## config.mk

```make
export PLATFORM = sky130hd
export DESIGN_NAME = err_status_latch
export DESIGN_NICKNAME = d
export VERILOG_FILES = /design/src/rtl/esl_pkg.sv /design/src/rtl/esl_mask_reg.sv /design/src/rtl/esl_sticky_bank.sv /design/src/rtl/esl_host_port.sv /design/src/rtl/err_status_latch.sv
export SDC_FILE = /design/constraint.sdc
export NUM_CORES = 1
export LEC_CHECK = 0
export BUFFER_PORTS_ARGS = -buffer_cell sky130_fd_sc_hd__buf_2
export CORE_MARGIN = 2
export CORE_UTILIZATION = 42
export CTS_CLUSTER_SIZE = 24
export DETAILED_ROUTE_END_ITERATION = 8
export GPL_TIMING_DRIVEN = 0
export PLACE_DENSITY = 0.73
export SLEW_MARGIN = 0
export SYNTH_ARGS = -nofsm -noshare
export SYNTH_HDL_FRONTEND = slang
export SYNTH_HIERARCHICAL = 1
export SYNTH_SLANG_ARGS = --single-unit
```

## constraint.sdc

```tcl
create_clock -name clk -period 1.05 [get_ports clk]
set_input_delay 0.1575 -clock clk [delete_from_list [all_inputs] [get_ports clk]]
set_output_delay 0.1575 -clock clk [all_outputs]
set_load 0.02 [all_outputs]
```

## src/rtl/esl_pkg.sv

```systemverilog
// Shared constants for the error status latch.
// Assumes a two-bit register address space; only two addresses are decoded.
package esl_pkg;
    localparam int unsigned ESL_ADDR_W      = 2;
    localparam logic [ESL_ADDR_W-1:0] ESL_ADDR_STATUS = 2'd0;
    localparam logic [ESL_ADDR_W-1:0] ESL_ADDR_MASK   = 2'd1;

    // Decoded host access for one cycle.
    typedef struct packed {
        logic status_rd;
        logic mask_rd;
        logic mask_wr;
    } esl_access_t;
endpackage

```

## src/rtl/esl_mask_reg.sv

```systemverilog
// Mask register: one enable bit per error source.
// Resets to all ones so every source is monitored; loaded by a decoded host write.
module esl_mask_reg #(
    parameter int unsigned NUM_ERR = 8
) (
    input  logic               clk,
    input  logic               rst_n,
    input  logic               load,
    input  logic [NUM_ERR-1:0] load_val,
    output logic [NUM_ERR-1:0] mask_q
);
    // Hold the mask, reload it on a host write.
    always_ff @(posedge clk) begin
        if (!rst_n)
            mask_q <= '1;
        else if (load)
            mask_q <= load_val;
    end
endmodule

```

## src/rtl/esl_sticky_bank.sv

```systemverilog
// Sticky status bits, one per error source.
// A bit sets on its enabled flag and clears on the shared clear; set beats clear.
module esl_sticky_bank #(
    parameter int unsigned NUM_ERR = 8
) (
    input  logic               clk,
    input  logic               rst_n,
    input  logic [NUM_ERR-1:0] flags,
    input  logic [NUM_ERR-1:0] enable,
    input  logic               clr,
    output logic [NUM_ERR-1:0] status_q
);
    for (genvar i = 0; i < NUM_ERR; i++) begin : g_bit
        logic set_i;
        assign set_i = flags[i] & enable[i];

        // Update one sticky bit: clear first, then the set overrides.
        always_ff @(posedge clk) begin
            if (!rst_n)
                status_q[i] <= 1'b0;
            else if (set_i)
                status_q[i] <= 1'b1;
            else if (clr)
                status_q[i] <= 1'b0;
        end
    end
endmodule

```

## src/rtl/esl_host_port.sv

```systemverilog
// Host register port: decodes strobes and registers the read data.
// Assumes single-cycle strobes; read data holds until the next read.
module esl_host_port
    import esl_pkg::*;
#(
    parameter int unsigned NUM_ERR = 8,
    parameter int unsigned DATA_W  = 16
) (
    input  logic                  clk,
    input  logic                  rst_n,
    input  logic [ESL_ADDR_W-1:0] addr,
    input  logic                  rd,
    input  logic                  wr,
    input  logic [NUM_ERR-1:0]    status_q,
    input  logic [NUM_ERR-1:0]    mask_q,
    output esl_access_t           acc,
    output logic [DATA_W-1:0]     rdata
);
    localparam int unsigned PAD_W = DATA_W - NUM_ERR;

    logic [NUM_ERR-1:0] rd_sel;

    // Decode the access type from address and strobes.
    always_comb begin
        acc.status_rd = rd && (addr == ESL_ADDR_STATUS);
        acc.mask_rd   = rd && (addr == ESL_ADDR_MASK);
        acc.mask_wr   = wr && (addr == ESL_ADDR_MASK);
    end

    // Select the register being read; unmapped addresses give zero.
    always_comb begin
        rd_sel = '0;
        if (acc.status_rd)
            rd_sel = status_q;
        else if (acc.mask_rd)
            rd_sel = mask_q;
    end

    // Capture the pre-clear value on any read.
    always_ff @(posedge clk) begin
        if (!rst_n)
            rdata <= '0;
        else if (rd)
            rdata <= {{PAD_W{1'b0}}, rd_sel};
    end
endmodule

```

## src/rtl/err_status_latch.sv

```systemverilog
// Error status latch with mask: records enabled error flags in a sticky
// register, drives an active-low summary, and clears on frame start or on
// a host read of the status register.
// Assumes all inputs are synchronous to clk.
module err_status_latch
    import esl_pkg::*;
#(
    parameter int unsigned NUM_ERR = 8,
    parameter int unsigned DATA_W  = 16
) (
    input  logic                  clk,
    input  logic                  rst_n,
    input  logic [NUM_ERR-1:0]    err_flags,
    input  logic                  frame_start,
    input  logic [ESL_ADDR_W-1:0] host_addr,
    input  logic                  host_rd,
    input  logic                  host_wr,
    input  logic [NUM_ERR-1:0]    host_wdata,
    output logic [DATA_W-1:0]     host_rdata,
    output logic                  err_n
);
    logic [NUM_ERR-1:0] mask_q;
    logic [NUM_ERR-1:0] status_q;
    esl_access_t        acc;
    logic               clr;

    esl_host_port #(.NUM_ERR(NUM_ERR), .DATA_W(DATA_W)) u_port (
        .clk      (clk),
        .rst_n    (rst_n),
        .addr     (host_addr),
        .rd       (host_rd),
        .wr       (host_wr),
        .status_q (status_q),
        .mask_q   (mask_q),
        .acc      (acc),
        .rdata    (host_rdata)
    );

    esl_mask_reg #(.NUM_ERR(NUM_ERR)) u_mask (
        .clk      (clk),
        .rst_n    (rst_n),
        .load     (acc.mask_wr),
        .load_val (host_wdata),
        .mask_q   (mask_q)
    );

    // Either clear source releases the sticky register.
    assign clr = frame_start | acc.status_rd;

    esl_sticky_bank #(.NUM_ERR(NUM_ERR)) u_sticky (
        .clk      (clk),
        .rst_n    (rst_n),
        .flags    (err_flags),
        .enable   (mask_q),
        .clr      (clr),
        .status_q (status_q)
    );

    // Summary output is low while any recorded error remains.
    assign err_n = ~(|status_q);
endmodule

```

==> results of run 1 <==
-- layer usage --
metal	up-vias	wire length (um)	track usage, %
met5	-	0	0
met4	0	9	5.13
met3	2	117	2.50
met2	25	956	26.0
met1	353	937	19.7
li1	416	-	-
-- cell type report --
class | count | area [sq um]
Buffer | 12 | 91.3
Clock buffer | 3 | 22.5
Fill cell | 209 | 962
Multi-Input combinational cell | 72 | 505
Sequential cell | 24 | 483
Tap cell | 28 | 35.0
Timing Repair Buffer | 33 | 176
-- what timing repair did --
action                                  in CTS  in global routing
endpoints found under the setup margin       1                  1
cloned                                       0                  0
resized for setup                            3                  1
setup buffers                                1                  1
pin swaps                                    0                  0
-- registers in the layout, summed over array words and instances (netlist names) --
name / cells
u_mask/mask_q: 8
u_sticky/status_q: 8
u_port/rdata: 8
-- tightest hold or removal path, stage by stage --
cell and delay (ps):
buf_2 70, mux2i_1 50, nand2_1 50
-- per-stage QoR --
stage | util (%) | TNS, ps | instances
after floorplan | - | -116 | 108
after global placement | 55.7 | -1880 | 167
after detailed placement | 55.7 | -2270 | 167
after CTS | 57.3 | -534 | 171
after global routing | 57.7 | -580 | 172
final | 57.7 | -520 | 172
-- report_power, final --
part           internal [W]  switching, W
sequential         0.000961     0.0000308
combinational      0.000157      0.000152
clock              0.000133      0.000241
-- final timing paths --
path,end,slack (ps)
max,err_n,-520
min,u_mask/mask_q[2],70
max reg2reg,u_port/rdata[3],170
min reg2reg,u_port/rdata[5],470
==> out/results.ini, run 1 <==
[synth]
syn_inst = 101
synth_area_per_cell_sq_um = 10.3
ys_warn_count = 6
synth_area_sq_um = 1040

[drt]
via_per_inst = 4.63
postRouteAntennaNets = 0
first_pass_iters = 2
vias = 796
route.detailed.drc = 0
drt_iter0_drc = 8
wl_per_cell_um = 11.8
wirelength_um = 2020

[sta]
drv_slew = 0
worst_slack_ps = -520
fin_crit_ps = 1570
finalHoldViolCount = 0
fmax_mhz = 637
timing.hold.ws_ps = 67.2
min_period_over_period_pct = 150
rsz0062_at_grt = true
finClkSkew_ps = 2.40
setup_violations = 1

[global_route]
antenna_found_initial = 0
grt_pass1_vias = 731
grt_max_degree = 13
grt_overflow = 0
grt_pass1_wl_um = 3150
track_usage_pct = 15.4

[placement]
gp_congestion = 0.799
dp_hpwl_um = 1550
pre_cts_ws_ps = -230
post_dp_cell_area_sq_um = 1270
io_buffers = 31

[final_layout]
fin_nets = 169
antennaDiodeCount = 0
area_delta_synth_final_pct = 26.8
final_area_sq_um = 1310
final_cell_mix = 31 x buf_2, 22 x dfxtp_1, 16 x mux2i_1, 16 x nand2_1, 10 x buf_4
final_common_cell = buf_2
drive_gt1_share_pct = 38.2

[outcome]
outcome = finished, violations left
violations = setup timing

[clock_tree]
cts_tree = built
clockBufferDepth = 2
cts-root-buf = clkbuf_4
clkLatencyLatePin_ps = 300
cts_num_sinks = 24
hold_buffers = 0
cts_htree_levels = 1
cts_made_buffers = 3
clkTransAtPathRegs_ps = 110

[floorplanning]
io_pins = 40
die_x_um = 53.7
core_sq_um = 2280
die_area_sq_um = 2880
rows = 17
die_y_um = 53.7
initial_utilization_pct = 45.5

[critical_path]
startpoint = u_sticky/status_q[3]
end_kind = output port
cp_num_buf_inv = 1
cp.depth = 3
cp_slowest_cell = or4_4
regToRegStartpoint = u_sticky/status_q[3]
slowest_delay_ps = 530
crit_type = reg2out
cp-start-kind = flip-flop
crit_required_ps = 890
r2r_cells = 4
path_cells = or4_4 > nor2_4 > buf_6
path_delay_family = simple AND/OR/NAND/NOR gates
worstPathMaxFanout = 2
worstPathArrival_ps = 1410

[power]
power_density_nw_per_um2 = 1270
peakVddDrop_mv = 0.840
power_w = 0.00167
p_leak_nw = 0.634

[job]
cap_viol_max_count = 0

[worst_hold_path]
hold_depth = 3
worstHoldStart = host_wdata[2]
min_path_type = in2reg

Note: power is estimated with default switching activity, not from simulation.
==> run 2: changes to the inputs <==
Settings changed: CORE_ASPECT_RATIO from default to 1.5, CORE_UTILIZATION 42 to 35, PLACE_DENSITY 0.73 to default.
==> run 2 against run 1 <==
  * The run still ends with setup timing left
  * First-iteration DRC count fell by 63%
  * Clock power rose by 34%
  * Register-to-register slack improved by 120 ps
  * Maximum frequency rose by 4.3%
  * Critical path depth did not move
  * Worst setup slack improved by 64 ps
  * Combinational power barely moved
  * Total power rose by 7.6%
  * Utilization fell by 11 points
  * Sequential share of layout area fell by 0.69 points
  * Flip-flop and latch count did not move
  * Largest power group unchanged
==> out/results.ini, run 2 (synthesized netlist as in run 1, its figures left out) <==
[global_route]
antenna_found_initial = 0  ; unchanged
grt_overflow = 0  ; unchanged
track_usage_pct = 13.4  ; -1.9 points
grt_pass1_wl_um = 3610  ; +14%
grt_pass1_vias = 790  ; +8.1%
grt_max_degree = 13  ; unchanged

[sta]
finClkSkew_ps = 2.94  ; +0.535 ps
drv_slew = 0  ; unchanged
fmax_mhz = 664  ; +4.3%
rsz0062_at_grt = true
min_period_over_period_pct = 143  ; -6.1 points
fin_crit_ps = 1510  ; -64.3 ps
setup_violations = 1  ; unchanged
setup-tns-final_ps = -456  ; +64.3 ps
finalHoldViolCount = 0  ; unchanged
worst_slack_ps = -456  ; +64.3 ps

[drt]
first_pass_iters = 2  ; unchanged
via_per_inst = 4.33  ; -6.4%
drt_iter0_drc = 3  ; -5
route.detailed.drc = 0  ; unchanged
vias = 788  ; -1.0%
postRouteAntennaNets = 0  ; unchanged
wirelength_um = 2180  ; +7.6%
wl_per_cell_um = 12.0  ; +1.7%

[placement]
dp_hpwl_um = 1770  ; +14%
gp_congestion = 0.738  ; -7.6%
post_dp_cell_area_sq_um = 1280  ; +1.1%
io_buffers = 31  ; unchanged

[critical_path]
startpoint = u_sticky/status_q[7]
crit_type = reg2out
end_kind = output port
worstPathMaxFanout = 2  ; unchanged
regToRegStartpoint = u_sticky/status_q[7]
worstPathArrival_ps = 1350  ; -60 ps
cp-start-kind = flip-flop
crit_required_ps = 890  ; about the same
r2r_cells = 3  ; -1

[final_layout]
drive_gt1_share_pct = 37.8  ; -0.43 points
antennaDiodeCount = 0  ; unchanged
final_cell_mix = 31 x buf_2, 22 x dfxtp_1, 16 x mux2i_1, 16 x nand2_1, 9 x buf_4
area_delta_synth_final_pct = 29.2
fin_nets = 168  ; -0.59%
final_common_cell = buf_2
final_area_sq_um = 1340  ; +1.9%
largestRegisters = u_mask/mask_q (8), u_port/rdata (8), u_sticky/status_q (8)

[floorplanning]
io_pins = 40  ; unchanged
initial_utilization_pct = 36.3  ; -9.2 points
die_area_sq_um = 3420  ; +19%
die_x_um = 48.4  ; -9.8%
core_sq_um = 2850  ; +25%
rows = 24  ; +7
die_y_um = 70.6  ; +32%

[clock_tree]
cts-root-buf = clkbuf_8
cts_made_buffers = 3  ; unchanged
clkLatencyLatePin_ps = 250  ; -50 ps
hold_buffers = 0  ; unchanged
cts_htree_levels = 1  ; unchanged
cts_tree = built
cts_num_sinks = 24  ; unchanged
clkTransAtPathRegs_ps = 70  ; -40 ps
clockBufferDepth = 2  ; unchanged

[outcome]
outcome = finished, violations left
violations = setup timing

[worst_hold_path]
hold_depth = 3  ; unchanged
worstHoldStart = host_wdata[7]
min_path_type = in2reg

[power]
power_density_nw_per_um2 = 1350  ; +5.6%
p_leak_nw = 0.636  ; +0.42%
peakVddDrop_mv = 0.694  ; -17%

[job]
cap_viol_max_count = 0  ; unchanged

==> run 2: area by class of cell <==
cell class	instances	area (sq um)
Tap cell	39	48.8
Multi-Input combinational cell	72	505
Clock buffer	3	41.3
Timing Repair Buffer	32	169
Fill cell	291	1510
Sequential cell	24	483
Buffer	12	91.3
==> run 2: worst max-delay path, cell delays in order, from the launching register on <==
cell and delay, ps:
dfxtp_2 320, or4_4 540, nor2_4 120, buf_6 120
==> run 2: report_power, final <==
part | switching, W | internal (W) | total, W
clock network | 0.000248 | 0.000255 | 0.000503
logic | 0.000152 | 0.000154 | 0.000306
registers | 0.0000333 | 0.000960 | 0.000994
==> run 2: path summary, 6_finish.rpt <==
kind | to | slack [ps]
setup reg to reg | u_port/rdata[7] | 290
hold reg to reg | u_port/rdata[7] | 470
hold / removal | u_mask/mask_q[7] | 120
setup / recovery | err_n | -460
==> run 2: metrics by stage <==
step	hold WS [ps]	utilization, %	instances	power (W)	setup slack [ps]
6_report	118	46.9	182	0.00180	-456
4_1_cts	111	46.9	182	0.00183	-473
5_1_grt	126	46.9	182	0.00189	-505
3_5_place_dp	378	44.9	178	0.00131	-233
2_1_floorplan	286	-	108	0.00121	-116
3_3_place_gp	375	44.9	178	0.00131	-226
==> run 2: repair_timing <==
item,CTS,global route
buffers inserted,1,0
endpoints found under the setup margin,1,1
pin swaps,1,0
cloned,0,0
resized for setup,4,0
==> run 2: routing by layer <==
| metal | track usage (%) | wire length, um | up-vias |
|---|---|---|---|
| met5 | 0 | 0 | - |
| met4 | 5.71 | 19 | 0 |
| met3 | 2.74 | 85 | 2 |
| met2 | 24.8 | 1200 | 16 |
| met1 | 14.8 | 867 | 355 |
| li1 | - | - | 415 |
==> run 3: changes to the inputs <==
Settings changed: CELL_PAD_IN_SITES_DETAIL_PLACEMENT from default to 1, CELL_PAD_IN_SITES_GLOBAL_PLACEMENT from default to 1, CORE_UTILIZATION 35 to 31, PLACE_DENSITY_LB_ADDON from default to 0.1.
==> run 3 against run 2 <==
  * The flow still finishes with violations (setup timing)
  * Cell count increased by 2.2%
  * Combinational power is 4% higher
  * Die area increased by 12%
  * Largest cell class unchanged
  * Register-to-register slack lost 40 ps
  * Critical path type unchanged
  * Maximum frequency down 2.1%
  * Worst setup slack got worse by 32 ps
  * Final area increased by 3.6%
  * Sequential share of layout area is 1.1 points lower
  * Total power rose by 17%
  * Global-route usage is 0.53 points higher
  * Critical endpoint unchanged
  * Count of clock-buffer cells in the layout unchanged
==> out/results.ini, run 3 (synthesized netlist as in run 1, its figures left out) <==
[placement]
dp.cells = 179  ; +0.56%
pre_cts_ws_ps = -237  ; -4.28 ps
dp_hpwl_um = 1930  ; +8.9%
post_dp_cell_area_sq_um = 1280  ; about the same
io_buffers = 31  ; unchanged
gp_congestion = 0.761  ; +3.0%

[clock_tree]
clkLatencyLatePin_ps = 270  ; +20 ps
clockBufferDepth = 2  ; unchanged
cts_htree_levels = 1  ; unchanged
cts_tree = built
clkTransAtPathRegs_ps = 90  ; +20 ps
cts_num_sinks = 24  ; unchanged
cts_made_buffers = 3  ; unchanged
cts-root-buf = clkbuf_8
hold_buffers = 0  ; unchanged

[sta]
fin_crit_ps = 1540  ; +31.9 ps
setup_violations = 1  ; unchanged
finalHoldViolCount = 0  ; unchanged
setup-tns-final_ps = -488  ; -31.9 ps
worst_slack_ps = -488  ; -31.9 ps
min_period_over_period_pct = 146  ; +3.0 points
rsz0062_at_grt = true
finClkSkew_ps = 7.13  ; +4.20 ps
fmax_mhz = 650  ; -2.1%
drv_slew = 0  ; unchanged

[global_route]
grt_pass1_vias = 794  ; +0.51%
track_usage_pct = 14.0  ; +0.53 points
grt_max_degree = 15  ; +2
antenna_found_initial = 0  ; unchanged
grt_pass1_wl_um = 3800  ; +5.2%
use_met1_pct = 13.7  ; -1.1 points
met2_usage_pct = 26.3  ; +1.4 points
busiest_layer = met2
grt_overflow = 0  ; unchanged
grt_util_met3_pct = 3.37  ; +0.63 points

[drt]
wirelength_um = 2460  ; +13%
route.detailed.drc = 0  ; unchanged
drt_iter0_drc = 3  ; unchanged
first_pass_iters = 3  ; +1
postRouteAntennaNets = 0  ; unchanged
wl_per_cell_um = 13.2  ; +11%
vias = 828  ; +5.1%
via_per_inst = 4.45  ; +2.8%

[final_layout]
finalNonFillerCells = 186  ; +2.2%
final_cell_mix = 31 x buf_2, 20 x dfxtp_1, 16 x mux2i_1, 16 x nand2_1, 11 x buf_4
fin_nets = 170  ; +1.2%
final_common_cell = buf_2
final_util_pct = 43.9  ; -3.0 points
antennaDiodeCount = 0  ; unchanged
n_fill_cell = 396  ; +36%
final_area_sq_um = 1390  ; +3.6%
area_delta_synth_final_pct = 33.9
largestRegisters = u_mask/mask_q (8), u_port/rdata (8), u_sticky/status_q (8)
drive_gt1_share_pct = 40.4  ; +2.6 points

[power]
peakVddDrop_mv = 0.699  ; +0.86%
power_density_nw_per_um2 = 1530  ; +13%
p_leak_nw = 0.661  ; +3.9%

[critical_path]
crit_type = reg2out
worstPathArrival_ps = 1380  ; +30 ps
crit_required_ps = 890  ; about the same
worstPathMaxFanout = 2  ; unchanged
end_kind = output port
cp-start-kind = flip-flop

[job]
cap_viol_max_count = 0  ; unchanged

[floorplanning]
die_area_sq_um = 3830  ; +12%
core_sq_um = 3160  ; +11%
initial_utilization_pct = 32.8  ; -3.5 points
rows = 25  ; +4.2%
io_pins = 40  ; unchanged
die_y_um = 74.8  ; +5.9%
die_x_um = 51.2  ; +5.7%

[outcome]
violations = setup timing
outcome = finished, violations left

[worst_hold_path]
min_path_type = in2reg

==> run 3: cell types whose count changed in the layout (fill, tap and decap cells not counted), sizes merged <==
cell	change
buf	+2
bufinv	+1
==> run 3: what timing repair did <==
action / CTS / global route
cloned: 0 / 0
gates resized for setup: 6 / 0
endpoints found under the setup margin: 1 / 1
buffers inserted: 3 / 0
pin swaps: 3 / 0
==> run 3: final cells by class <==
cell class	count	area [sq um]	area share (%)
Buffer	12	91.3	6.58
Clock buffer	3	41.3	2.98
Clock inverter	1	30.0	2.16
Multi-Input combinational cell	72	505	36.4
Timing Repair Buffer	34	184	13.3
Sequential cell	24	485	35.0
Tap cell	40	50.0	3.61
==> run 3: where the power goes <==
part / internal [W] / switching, W / leakage, nW
Combinational: 0.000160 / 0.000158 / 0.427
Clock: 0.000509 / 0.000296 / 0.0357
Sequential: 0.000961 / 0.0000330 / 0.199
Total: 0.00163 / 0.000487 / 0.661
==> run 3: metrics by stage <==
| stage | hold WS [ps] | power (W) |
|---|---|---|
| after global routing | 83.7 | 0.00223 |
| final | 104 | 0.00212 |
| after floorplan | 286 | 0.00121 |
| after CTS | 93.1 | 0.00215 |
| after detailed placement | 378 | 0.00132 |
| after global placement | 375 | 0.00131 |
==> run 3: critical path, stage by stage, from the launching register on <==
cell and delay [ps]:
dfxtp_2 330, or4_4 540, nor2_4 120, buf_6 120
==> run 3: final timing paths <==
| path | startpoint | slack [ps] | depth (start not counted) | end |
|---|---|---|---|---|
| min reg2reg | u_port/rdata[3] | 470 | 1 | u_port/rdata[3] |
| max reg2reg | u_sticky/status_q[4] | 250 | 3 | u_port/rdata[4] |
| min | host_wdata[4] | 100 | 3 | u_mask/mask_q[4] |
| max | u_sticky/status_q[0] | -490 | 3 | err_n |
==> run 3: layer usage <==
layer  vias to the layer above  wire [um]
li1                        421          -
met1                       387        892
met2                        16       1410
met3                         4        113
met4                         0         40
met5                         -          0
